### src/rtl/rcore_pkg.sv
package rcore_pkg;

  localparam int unsigned WORD_W   = 32;
  localparam int unsigned REG_AW   = 5;
  localparam int unsigned SH_W     = 5;
  localparam int unsigned IMM_W    = 16;
  localparam int unsigned TGT_W    = 26;
  localparam int unsigned STEP_B   = 4;

  // opcode field values
  localparam logic [5:0] OPC_REG   = 6'h00;
  localparam logic [5:0] OPC_JMP   = 6'h02;
  localparam logic [5:0] OPC_ADDI  = 6'h08;
  localparam logic [5:0] OPC_ADDIU = 6'h09;
  localparam logic [5:0] OPC_SLTI  = 6'h0A;
  localparam logic [5:0] OPC_SLTIU = 6'h0B;
  localparam logic [5:0] OPC_ANDI  = 6'h0C;
  localparam logic [5:0] OPC_ORI   = 6'h0D;
  localparam logic [5:0] OPC_XORI  = 6'h0E;
  localparam logic [5:0] OPC_LUI   = 6'h0F;

  // function field values for the register form
  localparam logic [5:0] FN_SLL  = 6'h00;
  localparam logic [5:0] FN_SRL  = 6'h02;
  localparam logic [5:0] FN_SRA  = 6'h03;
  localparam logic [5:0] FN_SLLV = 6'h04;
  localparam logic [5:0] FN_SRLV = 6'h06;
  localparam logic [5:0] FN_SRAV = 6'h07;
  localparam logic [5:0] FN_ADD  = 6'h20;
  localparam logic [5:0] FN_ADDU = 6'h21;
  localparam logic [5:0] FN_SUB  = 6'h22;
  localparam logic [5:0] FN_SUBU = 6'h23;
  localparam logic [5:0] FN_AND  = 6'h24;
  localparam logic [5:0] FN_OR   = 6'h25;
  localparam logic [5:0] FN_XOR  = 6'h26;
  localparam logic [5:0] FN_NOR  = 6'h27;
  localparam logic [5:0] FN_SLT  = 6'h2A;
  localparam logic [5:0] FN_SLTU = 6'h2B;

  typedef enum logic [3:0] {
    ALU_ADD, ALU_SUB, ALU_AND, ALU_OR, ALU_XOR, ALU_NOR,
    ALU_SLT, ALU_SLTU, ALU_SLL, ALU_SRL, ALU_SRA, ALU_LUI
  } alu_op_e;

  typedef struct packed {
    alu_op_e             op;
    logic                use_imm;
    logic                var_shift;
    logic                wr_en;
    logic [REG_AW-1:0]   wr_addr;
    logic                is_jump;
    logic                illegal;
    logic [WORD_W-1:0]   imm;
  } ctrl_t;

  function automatic logic [WORD_W-1:0] sext_imm(input logic [IMM_W-1:0] v);
    return {{(WORD_W-IMM_W){v[IMM_W-1]}}, v};
  endfunction

  function automatic logic [WORD_W-1:0] zext_imm(input logic [IMM_W-1:0] v);
    return {{(WORD_W-IMM_W){1'b0}}, v};
  endfunction

  function automatic logic [WORD_W-1:0] alu_eval(input alu_op_e op,
                                                 input logic [WORD_W-1:0] a,
                                                 input logic [WORD_W-1:0] b,
                                                 input logic [SH_W-1:0] sh);
    case (op)
      ALU_ADD:  return a + b;
      ALU_SUB:  return a - b;
      ALU_AND:  return a & b;
      ALU_OR:   return a | b;
      ALU_XOR:  return a ^ b;
      ALU_NOR:  return ~(a | b);
      ALU_SLT:  return {{(WORD_W-1){1'b0}}, ($signed(a) < $signed(b))};
      ALU_SLTU: return {{(WORD_W-1){1'b0}}, (a < b)};
      ALU_SLL:  return b << sh;
      ALU_SRL:  return b >> sh;
      ALU_SRA:  return $unsigned($signed(b) >>> sh);
      ALU_LUI:  return {b[IMM_W-1:0], {(WORD_W-IMM_W){1'b0}}};
      default:  return '0;
    endcase
  endfunction

  function automatic logic [WORD_W-1:0] jump_dest(input logic [WORD_W-1:0] pc_next_seq,
                                                  input logic [TGT_W-1:0] idx);
    return {pc_next_seq[WORD_W-1:TGT_W+2], idx, 2'b00};
  endfunction

endpackage

### src/rtl/rcore_decode.sv
module rcore_decode
  import rcore_pkg::*;
(
  input  logic [WORD_W-1:0] instr,
  output ctrl_t             ctrl
);

  logic [5:0]        opc;
  logic [5:0]        fn;
  logic [REG_AW-1:0] f_rt;
  logic [REG_AW-1:0] f_rd;
  logic [IMM_W-1:0]  f_imm;

  assign opc   = instr[31:26];
  assign fn    = instr[5:0];
  assign f_rt  = instr[20:16];
  assign f_rd  = instr[15:11];
  assign f_imm = instr[15:0];

  always_comb begin
    ctrl         = '0;
    ctrl.op      = ALU_ADD;
    ctrl.imm     = sext_imm(f_imm);
    ctrl.wr_addr = f_rt;
    case (opc)
      OPC_REG: begin
        ctrl.wr_en   = 1'b1;
        ctrl.wr_addr = f_rd;
        case (fn)
          FN_ADD, FN_ADDU: ctrl.op = ALU_ADD;
          FN_SUB, FN_SUBU: ctrl.op = ALU_SUB;
          FN_AND:  ctrl.op = ALU_AND;
          FN_OR:   ctrl.op = ALU_OR;
          FN_XOR:  ctrl.op = ALU_XOR;
          FN_NOR:  ctrl.op = ALU_NOR;
          FN_SLT:  ctrl.op = ALU_SLT;
          FN_SLTU: ctrl.op = ALU_SLTU;
          FN_SLL:  ctrl.op = ALU_SLL;
          FN_SRL:  ctrl.op = ALU_SRL;
          FN_SRA:  ctrl.op = ALU_SRA;
          FN_SLLV: begin ctrl.op = ALU_SLL; ctrl.var_shift = 1'b1; end
          FN_SRLV: begin ctrl.op = ALU_SRL; ctrl.var_shift = 1'b1; end
          FN_SRAV: begin ctrl.op = ALU_SRA; ctrl.var_shift = 1'b1; end
          default: begin ctrl.wr_en = 1'b0; ctrl.illegal = 1'b1; end
        endcase
      end
      OPC_JMP: ctrl.is_jump = 1'b1;
      OPC_ADDI, OPC_ADDIU: begin
        ctrl.op = ALU_ADD;  ctrl.use_imm = 1'b1; ctrl.wr_en = 1'b1;
      end
      OPC_SLTI: begin
        ctrl.op = ALU_SLT;  ctrl.use_imm = 1'b1; ctrl.wr_en = 1'b1;
      end
      OPC_SLTIU: begin
        ctrl.op = ALU_SLTU; ctrl.use_imm = 1'b1; ctrl.wr_en = 1'b1;
      end
      OPC_ANDI: begin
        ctrl.op = ALU_AND; ctrl.use_imm = 1'b1; ctrl.wr_en = 1'b1;
        ctrl.imm = zext_imm(f_imm);
      end
      OPC_ORI: begin
        ctrl.op = ALU_OR;  ctrl.use_imm = 1'b1; ctrl.wr_en = 1'b1;
        ctrl.imm = zext_imm(f_imm);
      end
      OPC_XORI: begin
        ctrl.op = ALU_XOR; ctrl.use_imm = 1'b1; ctrl.wr_en = 1'b1;
        ctrl.imm = zext_imm(f_imm);
      end
      OPC_LUI: begin
        ctrl.op = ALU_LUI; ctrl.use_imm = 1'b1; ctrl.wr_en = 1'b1;
        ctrl.imm = zext_imm(f_imm);
      end
      default: ctrl.illegal = 1'b1;
    endcase
  end

endmodule

### src/rtl/rcore_regfile.sv
module rcore_regfile #(
  parameter int unsigned NREGS = 32,
  parameter int unsigned WIDTH = 32,
  parameter int unsigned NRD   = 3
) (
  input  logic                      clk,
  input  logic                      rst_n,
  input  logic                      we,
  input  logic [$clog2(NREGS)-1:0]  waddr,
  input  logic [WIDTH-1:0]          wdata,
  input  logic [NRD-1:0][$clog2(NREGS)-1:0] raddr,
  output logic [NRD-1:0][WIDTH-1:0] rdata
);

  localparam int unsigned AW = $clog2(NREGS);

  logic [WIDTH-1:0] cells [NREGS];
  logic             wr_live;

  // a write naming entry zero is dropped here
  assign wr_live = we && (waddr != '0);

  always_ff @(posedge clk or negedge rst_n) begin
    if (!rst_n) begin
      for (int i = 0; i < NREGS; i++) cells[i] <= '0;
    end else if (wr_live) begin
      cells[waddr] <= wdata;
    end
  end

  for (genvar g = 0; g < NRD; g++) begin : g_rd
    assign rdata[g] = (raddr[g] == AW'(0)) ? '0 : cells[raddr[g]];
  end

  // a committed result is present for the next instruction to read
  p_write_lands_r13: assert property (@(posedge clk) disable iff (!rst_n)
    wr_live |=> cells[$past(waddr)] == $past(wdata));

endmodule

### src/rtl/rcore_top.sv
module rcore_top
  import rcore_pkg::*;
#(
  parameter logic [31:0] RESET_PC = 32'h0000_0000,
  parameter int unsigned NUM_REGS = 32
) (
  input  logic        clk,
  input  logic        rst_n,
  output logic [31:0] mem_addr,
  input  logic [31:0] mem_rdata,
  output logic [31:0] mem_wdata,
  output logic        mem_we,
  input  logic [4:0]  dbg_sel,
  output logic [31:0] dbg_data,
  output logic [31:0] dbg_pc
);

  localparam int unsigned RD_PORTS = 3;
  localparam int unsigned RD_RS    = 0;
  localparam int unsigned RD_RT    = 1;
  localparam int unsigned RD_DBG   = 2;

  logic [WORD_W-1:0] pc_q, pc_plus4, pc_next;
  logic [WORD_W-1:0] instr;
  ctrl_t             ctrl;
  logic [RD_PORTS-1:0][REG_AW-1:0] rf_raddr;
  logic [RD_PORTS-1:0][WORD_W-1:0] rf_rdata;
  logic [WORD_W-1:0] opnd_a, opnd_b;
  logic [SH_W-1:0]   sh_amt;

  // named events for the assertions
  logic              jump_taken;
  logic              illegal_seen;
  logic              wb_en;
  logic [REG_AW-1:0] wb_addr;
  logic [WORD_W-1:0] wb_data;

  assign instr    = mem_rdata;
  assign mem_addr = pc_q;
  assign mem_wdata = '0;
  assign mem_we   = 1'b0;
  assign dbg_pc   = pc_q;

  rcore_decode u_dec (
    .instr (instr),
    .ctrl  (ctrl)
  );

  assign rf_raddr[RD_RS]  = instr[25:21];
  assign rf_raddr[RD_RT]  = instr[20:16];
  assign rf_raddr[RD_DBG] = dbg_sel;
  assign dbg_data         = rf_rdata[RD_DBG];

  assign opnd_a = rf_rdata[RD_RS];
  assign opnd_b = ctrl.use_imm   ? ctrl.imm : rf_rdata[RD_RT];
  assign sh_amt = ctrl.var_shift ? opnd_a[SH_W-1:0] : instr[10:6];

  assign wb_en        = ctrl.wr_en;
  assign wb_addr      = ctrl.wr_addr;
  assign wb_data      = alu_eval(ctrl.op, opnd_a, opnd_b, sh_amt);
  assign jump_taken   = ctrl.is_jump;
  assign illegal_seen = ctrl.illegal;

  rcore_regfile #(
    .NREGS (NUM_REGS),
    .WIDTH (WORD_W),
    .NRD   (RD_PORTS)
  ) u_rf (
    .clk   (clk),
    .rst_n (rst_n),
    .we    (wb_en),
    .waddr (wb_addr),
    .wdata (wb_data),
    .raddr (rf_raddr),
    .rdata (rf_rdata)
  );

  assign pc_plus4 = pc_q + WORD_W'(STEP_B);
  assign pc_next  = jump_taken ? jump_dest(pc_plus4, instr[TGT_W-1:0]) : pc_plus4;

  always_ff @(posedge clk or negedge rst_n) begin
    if (!rst_n) pc_q <= RESET_PC;
    else        pc_q <= pc_next;
  end

  // sequential flow steps the counter by one word
  p_pc_step_r2: assert property (@(posedge clk) disable iff (!rst_n)
    !jump_taken |=> pc_q == $past(pc_q) + 32'd4);

  // jump destination keeps the top nibble of counter+4
  p_jump_dest_r11: assert property (@(posedge clk) disable iff (!rst_n)
    jump_taken |=> pc_q == {$past(pc_q + 32'd4) >> 28, 28'h0} + {4'h0, $past(mem_rdata[25:0]), 2'b00});

  // entry zero is never seen as nonzero on the debug port
  p_zero_reg_r3: assert property (@(posedge clk) disable iff (!rst_n)
    (dbg_sel == 5'd0) |-> (dbg_data == 32'd0));

  // an instruction is at most one of jump, write or unknown
  p_single_class_r12: assert property (@(posedge clk) disable iff (!rst_n)
    $onehot0({jump_taken, wb_en, illegal_seen}));

  // an unknown encoding only moves the counter on
  p_unknown_quiet_r12: assert property (@(posedge clk) disable iff (!rst_n)
    illegal_seen |=> pc_q == $past(pc_q) + 32'd4);

  // compare results are 0 or 1
  p_cmp_bool_r6: assert property (@(posedge clk) disable iff (!rst_n)
    (wb_en && (ctrl.op == ALU_SLT || ctrl.op == ALU_SLTU)) |-> (wb_data[31:1] == 31'd0));

endmodule

### config.mk
export PLATFORM = sky130hd
export DESIGN_NAME = rcore_top
export DESIGN_NICKNAME = d
export VERILOG_FILES = /design/src/rtl/rcore_pkg.sv /design/src/rtl/rcore_decode.sv /design/src/rtl/rcore_regfile.sv /design/src/rtl/rcore_top.sv
export SDC_FILE = /design/constraint.sdc
export NUM_CORES = 2
export LEC_CHECK = 0
export ABC_CLOCK_PERIOD_IN_PS = 7500
export BUFFER_PORTS_ARGS = -buffer_cell sky130_fd_sc_hd__buf_2
export CORE_UTILIZATION = 30
export CTS_BUF_LIST = sky130_fd_sc_hd__clkbuf_2
export DETAILED_ROUTE_END_ITERATION = 16
export HOLD_SLACK_MARGIN = 0.08
export PLACE_DENSITY = 0.54
export SLEW_MARGIN = 20
export SYNTH_ARGS = -nofsm -noshare
export SYNTH_HDL_FRONTEND = slang
export SYNTH_SLANG_ARGS = --single-unit
export TNS_END_PERCENT = 50
### constraint.sdc
create_clock -name clk -period 7.5 [get_ports clk]
set_input_delay 0.375 -clock clk [delete_from_list [all_inputs] [get_ports clk]]
set_output_delay 0.375 -clock clk [all_outputs]
set_load 0.02 [all_outputs]
Word level (Yosys, flattened, before mapping):

Cells that the tools add are included.

* magnitude comparators: 7
* bitwise logic cells: 8
* divide/modulo/power cells: 0
* mux-type cells: 29
* shifts and indexed selects: 3
* reductions and logical operators: 17
* add/subtract/negate cells: 3
* eq/ne operators: 35
* multipliers: 0

Operators with widths (number)
* bitwise mux 1024 bit: 1
* binary-select mux 32 bit (select 5 bit): 3
* two-way mux 32 bit: 12
* case mux 32 bit (12 select lines): 1
* demux 32 bit (select 5 bit): 1
* less-than comparator 32 bit: 2
* equality test 6 bit (second input constant): 10
* equality test 6 x 4 -> 1 bit (second input constant): 8
* case mux 4 bit (10 select lines): 1
* adder 32 x 3 -> 32 bit (second input constant): 1
* adder 32 bit: 1
* AND 32 bit: 1
* inverter 32 bit: 1
* bitwise OR 32 bit: 1
* left shift 32 x 5 -> 32 bit: 1
* right shift 32 x 5 -> 32 bit: 1
* >>> shifter 32 x 5 -> 32 bit: 1
* subtractor 32 bit: 1
* bitwise XOR 32 bit: 1
* two-way mux 28 bit: 1
* case mux 4 bit (7 select lines): 1
* greater-or-equal comparator 6 bit (second input constant): 4
* inverter 5 -> 6 bit: 4
* equality test 6 x 2 -> 1 bit (second input constant): 3
* other kinds (19): 40

* bits in latches: 0
* memories: 0
* flip-flop bits (word level): 1056
* memory bits (writable): 0
* bits in read-only memories: 0
* input bits: 39
* logic and storage cells: 135

Depth between registers and ports, before layout:

* depth after elaboration: 10
* depth in mapped cells: 28
* mapped depth without buffers: 19

Cells and area by module:

A second synthesis with hierarchy kept.

* cell total of the unflattened synthesis: 5933
* area, all modules: 74031.0 um^2

Modules (own cells, without submodules)
* rcore_regfile: area each 62302.3 um^2, instances 1, cells an instance 4210, seq. area each 25624.6 um^2
* rcore_top: area each 11144.4 um^2, instances 1, cells an instance 1642, seq. area each 750.7 um^2
* rcore_decode: area each 584.3 um^2, instances 1, cells an instance 81, seq. area each 0.0 um^2

Worst setup path after synthesis:

Ideal clock, no wire load.

* path kind: input to register
* start point: in mem_rdata[21]
* end point: reg u_rf.cells[990] (netlist bit)
* stages: 24
* setup time: 0.152 ns
* data arrival time: 6.716 ns
* slack: 0.633 ns
* data required time: 7.348 ns
* buffers on the path: 8
* cells stage by stage: buf_2 -> buf_6 -> clkbuf_1 -> buf_1 -> buf_1 -> clkbuf_1 -> mux4_2 -> mux4_2 -> nand2_1 -> a21o_1 -> ha_1 -> clkbuf_1 -> nand4_1 -> or3b_2 -> a211o_1 -> o21a_1 -> o211ai_1 -> a41oi_1 -> nor3b_1 -> o31ai_1 -> a211o_1 -> a2111oi_2 -> buf_2 -> a21oi_1

* cells in the longest elaborated chain, start to end: 9
* elaborated cells between the ends (all ways): 18
* classes of those cells: 2 x add/sub; 3 x shift; 7 x mux; 5 x bitwise; 1 x reduce/logical

Ends and longest elaborated chain
* from (decl): line rcore_top.sv:10 `input logic [31:0] mem_rdata,`
* inverter 5 -> 6 bit (not written as such): line rcore_regfile.sv:32 `assign rdata[g] = (raddr[g] == AW'(0)) ? '0 : cells[raddr[g]];`
* binary-select mux 32 bit (select 5 bit): line rcore_regfile.sv:32
* two-way mux 32 bit (not written as such) (2 in series): line rcore_regfile.sv:32
* two-way mux 32 bit *: line rcore_regfile.sv:32
* parallel branches: the longest is 2 deep, another holds subtractor 32 bit
* case mux 32 bit (12 select lines) *: line rcore_pkg.sv:68 `case (op)`
* bitwise mux 1024 bit *: line rcore_regfile.sv:27 `cells[waddr] <= wdata;`
* to (signal, indexed assignment): line rcore_regfile.sv:27
* to (decl): line rcore_regfile.sv:17 `logic [WIDTH-1:0] cells [NREGS];`

Mark *: on every way between the ends. The select of a mux whose other input is x is not followed.
A chain may end at the register's enable or synchronous reset.

Final worst setup path:

* start point: in mem_rdata[16]
* end point: reg u_rf.cells[768] (netlist bit)

* cells in the longest elaborated chain, start to end: 10
* elaborated cells between the ends (all ways): 29
* classes of those cells: 2 x add/sub; 4 x order compare; 3 x shift; 10 x mux; 6 x bitwise; 4 x reduce/logical

Ends and longest elaborated chain
* parallel branches: the longest is 10 deep, another holds subtractor 32 bit

Several ways; the timed one is not identified. The select of a mux whose other input is x is not followed.

==> impl_metrics.py <==
metrics = {
    "status": {
        "status": "complete, no violations",
    },
    "logic_synthesis": {
        "synth_edf_count": 0,
        "yosys_most_used_dff": "dfrtp_1",
        "synth_cells": 6937,
        "synth.largest_area_cell": "dfrtp_1",
        "synth_area_leaders": "dfrtp_1 36%, mux4_2 22%, mux2i_1 6.3%, o21ai_0 4.5%, nand2_1 4.2%",
        "syn-cell-area_um2": 73900,
        "synth.avg_cell_area_um2": 10.7,
        "yosysWarnings": 0,
        "ys_ff_latch": 1054,
        "ys_seq_area_share_pct": 35.7,
        "ys_types": 108,
        "async_flop_share_pct": 100,
        "yosysTopAreaCellShare_pct": 35.7,
    },
    "timing": {
        "hold_viol": 0,
        "finalSetupTns_ns": 0,
        "drv_slew": 0,
        "worst_pin_slew_ns": 1.27,
        "period_share_pct": 92.1,
        "max_freq_mhz": 145,
        "finalWorstSetupSlack_ns": 0.591,
        "finalCriticalPeriod_ns": 6.91,
        "setup_viol": 0,
        "rsz0062_at_grt": "false",
        "slew-limit-headroom_pct": 15.1,
        "fin_skew_ns": 0.316,
    },
    "detailed_routing": {
        "dr.pass1.iters": 6,
        "vias": 64400,
        "finalWirelength_mm": 329,
        "wl_per_cell_um": 31.3,
        "avgViaCountPerCell": 6.13,
        "final_antenna_net_count": 0,
        "drt_iter0_drc": 8917,
        "drc": 0,
    },
    "global_routing": {
        "grt_pass1_wl_mm": 470,
        "grt_antenna_before_repair": 20,
        "grt_usage_pct": 26.0,
        "overflow": 0,
        "grt_pass1_vias": 62700,
        "grt_max_degree": 179,
    },
    "floorplanning": {
        "io_pins": 168,
        "start_util_pct": 30.3,
        "rows": 181,
        "die_y_um": 498,
        "fp.dieW_um": 498,
        "dieArea_um2": 248000,
        "core_um2": 244000,
    },
    "clock_tree": {
        "cts_buffers": 314,
        "clockBufferDepth": 4,
        "cts_root_buffer": "clkbuf_2",
        "cts_htree_levels": 5,
        "clk_latency_ns": 1.97,
        "tritoncts": "done",
        "cts_resized": 0,
        "clk_pin_slew_ns": 0.13,
        "clock_sinks": 1054,
        "post-cts-setup-buffer-count": 0,
    },
    "place": {
        "io_buffers": 130,
        "finalWeightedCongestion": 1.00,
        "dp_hpwl_mm": 218,
        "placed_cells": 9852,
        "post-place-ws_ns": 0.543,
    },
    "pwr": {
        "leakagePower_nw": 35.2,
        "p_per_area_nw_per_um2": 210,
        "ir_drop_uv": 138,
    },
    "setup_path": {
        "crit_buf_inv": 9,
        "critPathMaxFanout": 31,
        "crit_path_top_delay_cell": "dlygate4sd3_1",
        "cp_common_cell": "a21oi_1",
        "arrival_ns": 8.66,
        "cp_top_family": "buffers and inverters",
        "worst_setup_path_start_kind": "primary input",
        "max_stage_delay_ns": 0.92,
        "worstSetupEndpointType": "register",
        "cp_data_required_time_ns": 9.25,
        "critPathKind": "in -> reg",
    },
    "flow_run": {
        "drv_cap": 0,
    },
    "cells_and_area": {
        "fin_cells": 10500,
        "fin_nets": 7231,
        "final_common_cell": "dfrtp_1",
        "mostFrequentLayoutCells": "1054 x dfrtp_1, 824 x nand2_1, 722 x mux4_2",
        "utilization_pct": 33.8,
        "drive_gt1_share_pct": 27.9,
        "syn_to_final_growth_pct": 11.6,
    },
    "min_path": {
        "min_path_type": "in -> async",
    },
}
-- layout make-up --
class / instances / area (um^2)
diodes: 14 / 35.0
clock buffers: 439 / 2200
clock inverters: 84 / 463
fillers: 24700 / 162000
inverters: 113 / 424
multi-input cells: 5037 / 44000
flip-flops and latches: 1054 / 26400
well taps: 3202 / 4010
repair buffers: 571 / 4980
-- registers in the layout (all words and copies together) (netlist names) --
name / count
u_rf.cells: 1024
dbg_pc: 30
-- where the power goes --
part / leakage (nW) / switching, mW / internal [mW]
sequential: 14.3 / 0.698 / 6.32
combinational: 18.8 / 3.51 / 2.31
clock: 2.05 / 2.71 / 1.73
total: 35.2 / 6.92 / 10.4
-- through the flow --
stage | hold slack (ns) | power (mW) | area, um^2
after floorplan | 0.0794 | 10.6 | 74100
after global placement | 0.377 | 12.6 | 78400
after detailed placement | 0.385 | 12.7 | 78500
after CTS | 0.109 | 17.2 | 82400
after global routing | 0.233 | 18.1 | 82500
final | 0.249 | 17.3 | 82500
-- worst reg2reg max path, stage by stage, from the launching register on --
cell	delay [ns]
dfrtp_1	0.41
mux2i_1	0.10
a22oi_1	0.22
a21oi_1	0.19
a211oi_1	0.70
a31o_2	0.39
inv_1	0.20
ha_1	0.49
nand2b_1	0.22
a21oi_1	0.15
o21ai_0	0.12
a21oi_1	0.18
o21ai_0	0.09
a21oi_1	0.38
o31ai_1	0.24
nand3_1	0.14
dlygate4sd3_1	0.56
o2111ai_1	0.09
a21oi_1	0.16
o221a_2	0.20
buf_4	0.35
a21oi_1	0.15
dlygate4sd3_1	0.59
-- synthesized netlist by cell type, drive strengths merged (111+ instances only) --
master / number
mux2: 230
inv: 111
dfrtp: 1054
o21ai: 734
a21oi: 411
a22oi: 120
mux4: 725
mux2i: 465
buf: 288
clkbuf: 481
nor2: 475
nand2: 825
-- worst paths after layout --
| check | cells after the start | slack (ns) | from | endpoint |
|---|---|---|---|---|
| worst max register to register | 22 | 1.06 | u_rf.cells[217]$_DFFE_PN0P_ | u_rf.cells[768]$_DFFE_PN0P_ |
| min in group clk | 7 | 0.34 | mem_rdata[12] | u_rf.cells[741]$_DFFE_PN0P_ |
| worst min register to register | 0 | 0.41 | u_rf.cells[1001]$_DFFE_PN0P_ | u_rf.cells[1001]$_DFFE_PN0P_ |
| worst max-delay path | 27 | 0.59 | mem_rdata[16] | u_rf.cells[768]$_DFFE_PN0P_ |
| worst min-delay path | 5 | 0.25 | rst_n | u_rf.cells[463]$_DFFE_PN0P_ |
| max in group asynchronous | 7 | 5.11 | rst_n | u_rf.cells[865]$_DFFE_PN0P_ |
-- logic make-up (layout without fill, tap and decap cells) --
| family | count (synthesis) | in the layout | synth area share (%) |
|---|---|---|---|
| compound gates | 1782 | 1782 | 15.1 |
| simple gates | 1651 | 1651 | 9.46 |
| mux | 1420 | 1420 | 31.9 |
| flops | 1054 | 1054 | 35.7 |
| buf+inv | 882 | 1207 | 5.60 |
| fa+ha+maj | 101 | 101 | 1.73 |
| xor+xnor | 46 | 46 | 0.545 |
| other cells | 1 | 51 | 0.00507 |
-- layer usage --
layer  wire (um)  up-vias  global-route usage (%)
met4       19200       14                    13.5
met1      133000    32900                    34.5
met5          95        -                       0
met3       32900      976                    6.46
met2      144000     4106                    39.2
li1            -    26400                       -
-- timing repair --
action | in CTS | in global routing
hold buffers | 124 | 0
endpoints found under the setup margin | 0 | 0
endpoints found under the hold margin | 1970 | 0
Power figures use the tool's default switching activity.
